$ cat src/rtl/hs_mon_pkg.sv
package hs_mon_pkg;

   typedef enum logic [1:0] {
      PH_IDLE     = 2'd0,
      PH_WAIT_ACK = 2'd1,
      PH_WAIT_REL = 2'd2,
      PH_ACK_LOW  = 2'd3
   } hs_phase_e;

   localparam int FAULT_N    = 4;
   localparam int F_TIMEOUT  = 0;
   localparam int F_DATA     = 1;
   localparam int F_EARLY    = 2;
   localparam int F_OVERLAP  = 3;

endpackage

$ cat src/rtl/hs_level_norm.sv
module hs_level_norm #(
   parameter bit ACT_HIGH = 1'b1
) (
   input  logic raw_i,
   output logic act_o
);

   generate
      if (ACT_HIGH) begin : g_high
         assign act_o = raw_i;
      end else begin : g_low
         assign act_o = ~raw_i;
      end
   endgenerate

endmodule

$ cat src/rtl/hs_phase_fsm.sv
module hs_phase_fsm
   import hs_mon_pkg::*;
#(
   parameter int TIMEOUT_CYC = 16
) (
   input  logic clk,
   input  logic rst_n,
   input  logic req_a,
   input  logic ack_a,
   output logic start_o,
   output logic window_o,
   output logic tmo_evt_o,
   output logic early_evt_o,
   output logic ovl_evt_o
);

   localparam int CNT_W = $clog2(TIMEOUT_CYC + 2);
   localparam logic [CNT_W-1:0] CNT_LIMIT = CNT_W'(TIMEOUT_CYC);
   localparam logic [CNT_W-1:0] CNT_ONE   = CNT_W'(1);

   generate
      if (TIMEOUT_CYC < 1) begin : g_bad_timeout
         $error("hs_phase_fsm: TIMEOUT_CYC must be at least 1");
      end
   endgenerate

   hs_phase_e        phase_q, phase_d;
   logic [CNT_W-1:0] cnt_q, cnt_d;

   always_comb begin
      phase_d     = phase_q;
      cnt_d       = cnt_q;
      start_o     = 1'b0;
      tmo_evt_o   = 1'b0;
      early_evt_o = 1'b0;
      ovl_evt_o   = 1'b0;
      case (phase_q)
         PH_IDLE: begin
            if (req_a) begin
               start_o = 1'b1;
               cnt_d   = CNT_ONE;
               phase_d = PH_WAIT_ACK;
            end
         end
         PH_WAIT_ACK: begin
            if (!req_a) begin
               early_evt_o = 1'b1;
               cnt_d       = '0;
               phase_d     = ack_a ? PH_ACK_LOW : PH_IDLE;
            end else if (ack_a) begin
               cnt_d   = '0;
               phase_d = PH_WAIT_REL;
            end else begin
               if (cnt_q == CNT_LIMIT) begin
                  tmo_evt_o = 1'b1;
               end
               if (cnt_q <= CNT_LIMIT) begin
                  cnt_d = cnt_q + CNT_ONE;
               end
            end
         end
         PH_WAIT_REL: begin
            if (!req_a) begin
               phase_d = PH_ACK_LOW;
            end
         end
         PH_ACK_LOW: begin
            if (req_a) begin
               start_o   = 1'b1;
               ovl_evt_o = ack_a;
               cnt_d     = CNT_ONE;
               phase_d   = PH_WAIT_ACK;
            end else if (!ack_a) begin
               phase_d = PH_IDLE;
            end
         end
         default: phase_d = PH_IDLE;
      endcase
   end

   assign window_o = req_a && ((phase_q == PH_WAIT_ACK) || (phase_q == PH_WAIT_REL));

   always_ff @(posedge clk) begin
      if (!rst_n) begin
         phase_q <= PH_IDLE;
         cnt_q   <= '0;
      end else begin
         phase_q <= phase_d;
         cnt_q   <= cnt_d;
      end
   end

   // the deadline counter never runs past its saturation value
   p_cnt_bound_r3: assert property (@(posedge clk) disable iff (!rst_n)
      cnt_q <= CNT_LIMIT + CNT_ONE);

   // a timeout is only raised while an active request waits without acknowledge
   p_tmo_waiting_r3: assert property (@(posedge clk) disable iff (!rst_n)
      tmo_evt_o |-> (phase_q == PH_WAIT_ACK) && req_a && !ack_a);

   // after a timeout the monitor keeps waiting for the acknowledge
   p_tmo_keeps_wait_r3: assert property (@(posedge clk) disable iff (!rst_n)
      tmo_evt_o |=> (phase_q == PH_WAIT_ACK));

   // an overlap starts a new transfer
   p_ovl_restarts_r6: assert property (@(posedge clk) disable iff (!rst_n)
      ovl_evt_o |=> (phase_q == PH_WAIT_ACK) && (cnt_q == CNT_ONE));

   // an early release never leaves the monitor waiting for acknowledge
   p_early_leaves_r5: assert property (@(posedge clk) disable iff (!rst_n)
      early_evt_o |=> (phase_q == PH_IDLE) || (phase_q == PH_ACK_LOW));

endmodule

$ cat src/rtl/hs_data_guard.sv
module hs_data_guard #(
   parameter int DATA_W = 32
) (
   input  logic              clk,
   input  logic              rst_n,
   input  logic              start_i,
   input  logic              window_i,
   input  logic [DATA_W-1:0] data_i,
   output logic              mis_evt_o
);

   generate
      if (DATA_W < 1) begin : g_bad_width
         $error("hs_data_guard: DATA_W must be at least 1");
      end
   endgenerate

   logic [DATA_W-1:0] cap_q;
   logic              seen_q;

   assign mis_evt_o = window_i && !seen_q && (data_i != cap_q);

   always_ff @(posedge clk) begin
      if (!rst_n) begin
         cap_q  <= '0;
         seen_q <= 1'b0;
      end else if (start_i) begin
         cap_q  <= data_i;
         seen_q <= 1'b0;
      end else if (mis_evt_o) begin
         seen_q <= 1'b1;
      end
   end

   // the captured value holds for the whole transfer
   p_cap_hold_r4: assert property (@(posedge clk) disable iff (!rst_n)
      window_i && !start_i |=> $stable(cap_q));

   // a second mismatch in the same transfer is not reported
   p_once_per_xfer_r4: assert property (@(posedge clk) disable iff (!rst_n)
      mis_evt_o && !start_i |=> !mis_evt_o || $past(start_i));

endmodule

$ cat src/rtl/hs_fault_bank.sv
module hs_fault_bank #(
   parameter int NUM = 4
) (
   input  logic           clk,
   input  logic           rst_n,
   input  logic           clr_i,
   input  logic [NUM-1:0] hit_i,
   output logic [NUM-1:0] evt_o,
   output logic [NUM-1:0] err_o
);

   generate
      for (genvar i = 0; i < NUM; i++) begin : g_slot
         always_ff @(posedge clk) begin
            if (!rst_n) begin
               evt_o[i] <= 1'b0;
               err_o[i] <= 1'b0;
            end else begin
               evt_o[i] <= hit_i[i];
               err_o[i] <= hit_i[i] | (err_o[i] & ~clr_i);
            end
         end

         // a flag holds until a clear is sampled
         p_sticky_r7: assert property (@(posedge clk) disable iff (!rst_n)
            err_o[i] && !clr_i |=> err_o[i]);

         // an event pulse is accompanied by its flag
         p_evt_sets_flag_r8: assert property (@(posedge clk) disable iff (!rst_n)
            evt_o[i] |-> err_o[i]);

         // event pulses last a single cycle
         p_evt_pulse_r8: assert property (@(posedge clk) disable iff (!rst_n)
            evt_o[i] |=> !evt_o[i]);
      end
   endgenerate

   // reset leaves no flag and no event behind
   p_reset_clears_r1: assert property (@(posedge clk)
      !rst_n |=> (err_o == '0) && (evt_o == '0));

endmodule

$ cat src/rtl/hs_xing_monitor.sv
module hs_xing_monitor
   import hs_mon_pkg::*;
#(
   parameter int DATA_W       = 32,
   parameter int TIMEOUT_CYC  = 16,
   parameter bit REQ_ACT_HIGH = 1'b1,
   parameter bit ACK_ACT_HIGH = 1'b1
) (
   input  logic              clk,
   input  logic              rst_n,
   input  logic              clr_i,
   input  logic              req_i,
   input  logic              ack_i,
   input  logic [DATA_W-1:0] data_i,
   output logic [3:0]        err_o,
   output logic [3:0]        evt_o
);

   generate
      if (FAULT_N != 4) begin : g_bad_fault_n
         $error("hs_xing_monitor: fault set must have four entries");
      end
   endgenerate

   logic               req_a;
   logic               ack_a;
   logic               start;
   logic               window;
   logic [FAULT_N-1:0] hit;

   hs_level_norm #(.ACT_HIGH(REQ_ACT_HIGH)) req_norm_i (
      .raw_i (req_i),
      .act_o (req_a)
   );

   hs_level_norm #(.ACT_HIGH(ACK_ACT_HIGH)) ack_norm_i (
      .raw_i (ack_i),
      .act_o (ack_a)
   );

   hs_phase_fsm #(.TIMEOUT_CYC(TIMEOUT_CYC)) fsm_i (
      .clk         (clk),
      .rst_n       (rst_n),
      .req_a       (req_a),
      .ack_a       (ack_a),
      .start_o     (start),
      .window_o    (window),
      .tmo_evt_o   (hit[F_TIMEOUT]),
      .early_evt_o (hit[F_EARLY]),
      .ovl_evt_o   (hit[F_OVERLAP])
   );

   hs_data_guard #(.DATA_W(DATA_W)) guard_i (
      .clk       (clk),
      .rst_n     (rst_n),
      .start_i   (start),
      .window_i  (window),
      .data_i    (data_i),
      .mis_evt_o (hit[F_DATA])
   );

   hs_fault_bank #(.NUM(FAULT_N)) bank_i (
      .clk   (clk),
      .rst_n (rst_n),
      .clr_i (clr_i),
      .hit_i (hit),
      .evt_o (evt_o),
      .err_o (err_o)
   );

   // a data fault is only reported for an edge inside the capture window
   p_data_in_window_r4: assert property (@(posedge clk) disable iff (!rst_n)
      evt_o[F_DATA] |-> $past(window));

   // an overlap is only reported while the acknowledge is active
   p_ovl_needs_ack_r6: assert property (@(posedge clk) disable iff (!rst_n)
      evt_o[F_OVERLAP] |-> $past(ack_a) && $past(req_a));

endmodule

$ cat config.mk
export PLATFORM = sky130hd
export DESIGN_NAME = hs_xing_monitor
export DESIGN_NICKNAME = d
export VERILOG_FILES = /design/src/rtl/hs_mon_pkg.sv /design/src/rtl/hs_level_norm.sv /design/src/rtl/hs_phase_fsm.sv /design/src/rtl/hs_data_guard.sv /design/src/rtl/hs_fault_bank.sv /design/src/rtl/hs_xing_monitor.sv
export SDC_FILE = /design/constraint.sdc
export NUM_CORES = 1
export LEC_CHECK = 0
export ABC_AREA = 1
export BUFFER_PORTS_ARGS = -buffer_cell sky130_fd_sc_hd__buf_2
export CORE_UTILIZATION = 40
export DETAILED_ROUTE_END_ITERATION = 7
export SLEW_MARGIN = 20
export SYNTH_ARGS = -nofsm -noshare
export SYNTH_HDL_FRONTEND = slang
export SYNTH_HIERARCHICAL = 1
export SYNTH_SLANG_ARGS = --single-unit
$ cat constraint.sdc
create_clock -name clk -period 5.5 [get_ports clk]
set_clock_uncertainty 0.2 [all_clocks]
set_input_delay 1.1 -clock clk [delete_from_list [all_inputs] [get_ports clk]]
set_output_delay 1.1 -clock clk [all_outputs]
set_load 0.05 [all_outputs]
==> out/metrics.yaml, run 1 <==
power_and_ir_drop:
  p_per_area_nw_per_um2: 482
  finalPower_mw: 1.39
  ir_worst_vdd_mv: 0.207
  leakagePower_nw: 1.41
floorplanning:
  die_area_um2: 6530
  die_y_um: 80.8
  initial_core_util_pct: 41.7
  pin_count: 45
  chipWidth_um: 80.8
  row_count: 28
  core-area_um2: 5960
global_routing:
  busiest_layer: "met2"
  grtUsageMet3_pct: 3.37
  use_met2_pct: 26.5
  antenna_found_initial: 0
  grt_max_degree: 49
  grtUsageMet1_pct: 20.9
  grt_pass1_wl_um: 8250
  grtUsageTotal_pct: 16.2
  grt_pass1_vias: 1937
  overflow: 0
clock_tree:
  cts_setup_buffers: 0
  insertion_delay_ns: 0.30
  cts_hold_buf: 0
  post_cts_resized: 0
  cts_max_level: 2
  root_buffer: "clkbuf_8"
  cts.sinks: 48
  clk_path_buf_depth: 2
  cts_buffers: 5
  path_clk_slew_ns: 0.09
  cts_tree: "built"
synth:
  synthFlopType: "dfxtp_1"
  synth_top_area_share_pct: 38.7
  synth_cell_types: 28
  synth_cells: 356
  synth.avg_cell_area_um2: 6.98
  yosys_warnings: 6
  synth_fp_nets: 400
  synth_seq_cells: 48
  yosysTopAreaCell: "dfxtp_1"
  synthArstFlopShare_pct: 0
  ys_top_cells_by_area: "dfxtp_1, nand2_1, nor2_1"
  synth_seq_area_share_pct: 38.7
  synth_edf_count: 0
  synthesis.area_um2: 2490
drt:
  via_per_inst: 4.55
  via_count: 2141
  ant_nets: 0
  drt-pass1-iter-count: 5
  wl_um: 4850
  drcViolationCount: 0
  initialDrtViolationCount: 116
  drt-wirelength-per-cell_um: 10.3
final_layout:
  fillCellCount: 627
  diodes: 0
  fin_nets: 439
  area_delta_synth_final_pct: 16.4
  seqCellArea_um2: 961
  layout.cells.non_filler: 471
  multiInputGateArea_um2: 1290
  drive_gt1_share_pct: 18.2
placement:
  port_buffers: 44
  hpwl_um: 3440
  gp_congestion: 0.775
  dp.cells: 463
  dpl_worst_slack_ns: 2.65
critical_path:
  setup.worst_path.start_class: "primary input"
  critPathTopFamily: "buffers and inverters"
  cp_data_required_time_ns: 5.50
  path_cells: "buf_2 -> inv_4 -> nor2_2 -> buf_4 -> inv_1 -> nor2_1 -> nor2_1"
  worstPathArrival_ns: 2.51
  cp_max_fo: 42
  crit_path_end_kind: "flop"
  critPathBufInv: 4
  crit_type: "in2reg"
  max_stage_delay_ns: 0.42
  cp_common_cell: "nor2_1"
  crit_slowest_cell: "inv_1"
timing:
  finalSetupViolations: 0
  relSlewSlack_pct: 47.7
  fin_tns_setup_ns: 0
  max_freq_mhz: 399
  period_share_pct: 45.6
  rsz0062_at_grt: "no"
  tightestPinTransition_ns: 0.785
  finalWorstSetupSlack_ns: 2.99
  timing.hold.ws_ns: 0.261
  slew_viol_final: 0
  hold_viol: 0
  min_period_ns: 2.51
outcome:
  status: "complete, no violations"
run:
  maxCapViolCount: 0
hold_path:
  worst_hold_path_type: "reg2reg"
worst min-delay path: stages, from the launching register on:
cell and delay, ns:
dfxtp_1 0.31, nand3_1 0.07, nand2_1 0.04
cell type report:
type | count | share of cell area (%)
Inverter | 42 | 5.54
Timing Repair Buffer | 45 | 7.87
Clock inverter | 3 | 3.11
Clock buffer | 5 | 2.38
Tap cell | 75 | 3.24
Sequential cell | 48 | 33.2
Multi-Input combinational cell | 253 | 44.6
worst paths after layout:
check / slack, ns / startpoint / cells after the start / end
setup reg to reg: 3.16 / fsm_i/phase_q[0] / 7 / guard_i/cap_q[22]
hold / removal: 0.26 / bank_i/err_o[0] / 2 / bank_i/err_o[0]
hold reg to reg: 0.26 / bank_i/err_o[0] / 2 / bank_i/err_o[0]
setup / recovery: 2.99 / req_i / 7 / guard_i/cap_q[22]
Yosys cell counts, types with 2 or more instances:
cell      count
nand2_4       2
nand3_1      15
inv_1        36
o21ai_0      36
a21oi_2       2
buf_6         2
a21oi_1       9
inv_2         5
nor2_4        2
buf_2         3
clkbuf_1      4
nor2_1       70
nand2_1      77
dfxtp_1      48
ha_1          7
nand2_2       2
buf_4         2
xnor2_1      23
nor2_2        2
registers in the layout (all words and copies together) (netlist names), named ones only:
register	cells
bank_i/err_o	4
bank_i/evt_o	4
fsm_i/cnt_q	5
fsm_i/phase_q	1
guard_i/cap_q	32
guard_i/seen_q	1
cell families after synthesis:
family,Yosys count,share of synthesized area [%]
compound gates,49,10.7
xor+xnor,24,8.45
fa+ha+maj,7,3.52
buf+inv,55,9.51
flops,48,38.7
simple gates,173,29.2
placed cells by master (no fill, tap or decap), types with 7 or more instances in the layout:
cell type,count
a21oi_1,9
buf_2,44
dfxtp_1,48
ha_1,7
inv_1,36
nand2_1,77
nand3_1,15
nor2_1,69
o21ai_0,36
xnor2_1,23
per-layer routing:
metal | vias up | share of wire, %
li1 | 1164 | -
met1 | 926 | 51
met2 | 42 | 43
met3 | 9 | 4.1
met4 | 0 | 1.6
met5 | - | 0
per-stage QoR:
stage / utilization (%) / instance area (um^2)
2_1_floorplan: - / 2490
3_3_place_gp: 45.9 / 2730
3_5_place_dp: 45.9 / 2730
4_1_cts: 48.6 / 2890
5_1_grt: 48.6 / 2890
6_report: 48.6 / 2890
report_power, final:
group / total [mW] / switching, mW / internal, mW
clock: 0.346 / 0.118 / 0.227
combinational: 0.517 / 0.320 / 0.198
sequential: 0.531 / 0.0725 / 0.458
total: 1.39 / 0.510 / 0.884
Power figures use the tool's default switching activity.
==> inputs of run 2 (changes only) <==
Clock period 5.5 ns to 2.5 ns, I/O delays scaled along.
==> out/metrics.yaml, run 2 (synthesis results as in run 1) <==
timing:
  tightestPinTransition_ns: 0.379
  rsz0062_at_grt: "no"
  finalWorstSetupSlack_ns: 0.542
  slew_viol_final: 0
  period_share_pct: 78.3
  timing.hold.ws_ns: 0.246
  relSlewSlack_pct: 74.7
  max_freq_mhz: 511
  finalSetupViolations: 0
  hold_viol: 0
  fin_tns_setup_ns: 0
  min_period_ns: 1.96
floorplanning:
  chipWidth_um: 80.8
  row_count: 28
  core-area_um2: 5960
  die_area_um2: 6530
  initial_core_util_pct: 41.7
  die_y_um: 80.8
  pin_count: 45
final_layout:
  reg_top3: "guard_i/cap_q (32), fsm_i/cnt_q (5)"
  fin_nets: 442
  mostFrequentLayoutCells: "nand2_1, nor2_1, dfxtp_1"
  design_area_um2: 2900
  top_register: "guard_i/cap_q"
  utilization_pct: 48.7
  layout_commonest_cell: "nand2_1"
  layout.cells.non_filler: 473
  largest_reg_flops: 32
  area_delta_synth_final_pct: 16.6
  diodes: 0
  drive_gt1_share_pct: 18.6
power_and_ir_drop:
  power_frac_clock_pct: 21.5
  switching_share_pct: 37.7
  finalPower_mw: 3.00
  p_per_area_nw_per_um2: 1030
  internal-power_mw: 1.87
  combPwrFrac_pct: 39.5
  leakagePower_nw: 1.42
  p_sw_mw: 1.13
  seq_power_share_pct: 39.0
  ir_worst_vdd_mv: 0.562
placement:
  hpwl_um: 3640
  port_buffers: 44
  dpl_worst_slack_ns: 0.553
  gp_congestion: 0.754
  placed_area_um2: 2770
  dp.cells: 466
drt:
  via_per_inst: 4.61
  ant_nets: 0
  wl_um: 4880
  drcViolationCount: 0
  via_count: 2182
  drt-wirelength-per-cell_um: 10.3
  drt-pass1-iter-count: 4
  initialDrtViolationCount: 68
critical_path:
  max_stage_delay_ns: 0.42
  cp_max_fo: 41
  critPathBufInv: 2
  cp_data_required_time_ns: 2.52
  crit_slowest_cell: "dfxtp_1"
  path_cells: "inv_1 -> ha_1 -> nor2_2 -> buf_4 -> o21ai_0 -> a21oi_1"
  setup.worst_path.start_class: "flop"
  worstPathArrival_ns: 1.98
  crit_type: "reg2reg"
  crit_path_end_kind: "flop"
  critPathTopFamily: "buffers and inverters"
clock_tree:
  cts_buffers: 5
  cts.sinks: 48
  root_buffer: "clkbuf_8"
  insertion_delay_ns: 0.30
  clk_path_buf_depth: 2
  path_clk_slew_ns: 0.09
  cts_tree: "built"
  cts_setup_buffers: 0
  cts_max_level: 2
  cts_hold_buf: 0
  post_cts_resized: 0
global_routing:
  grt_pass1_vias: 1952
  grtUsageTotal_pct: 16.7
  overflow: 0
  antenna_found_initial: 0
  grt_max_degree: 42
  grt_pass1_wl_um: 8490
outcome:
  status: "complete, no violations"
hold_path:
  worst_hold_path_type: "in2reg"
run:
  maxCapViolCount: 0
-- run 2: power by group through the flow --
stage          Clock, mW  Combinational [mW]  Sequential (mW)
3_3_place_gp           0                1.17             1.18
5_1_grt            0.692                1.38             1.20
4_1_cts            0.661                1.20             1.17
6_report           0.643                1.18             1.17
2_1_floorplan          0               0.885             1.21
3_5_place_dp           0                1.20             1.19
-- run 2: cell type report --
cell class / count / area (um^2)
fillers: 619 / 3060
well taps: 75 / 93.8
repair buffers: 48 / 263
flip-flops and latches: 48 / 961
clock buffers: 5 / 68.8
clock inverters: 2 / 60.1
multi-input cells: 253 / 1290
inverters: 42 / 160
-- run 2: path summary, 6_finish.rpt --
path / startpoint / to / slack [ns] / depth (start not counted)
setup / recovery: fsm_i/phase_q[0] / guard_i/cap_q[19] / 0.54 / 6
hold / removal: data_i[10] / guard_i/cap_q[10] / 0.25 / 3
setup reg to reg: fsm_i/phase_q[0] / guard_i/cap_q[19] / 0.54 / 6
hold reg to reg: bank_i/err_o[3] / bank_i/err_o[3] / 0.27 / 2
-- run 2: worst register-to-register path, cell delays in order (launching register included) --
cell	delay [ns]
dfxtp_1	0.42
inv_1	0.11
ha_1	0.36
nor2_2	0.14
buf_4	0.34
o21ai_0	0.17
a21oi_1	0.15
-- run 2: metal layers --
layer	track usage [%]	up-vias	share of wire [%]
li1	-	1178	-
met5	0	-	0
met3	3.82	5	4.3
met4	4.82	0	0.90
met2	27.9	36	46
met1	21.2	963	49
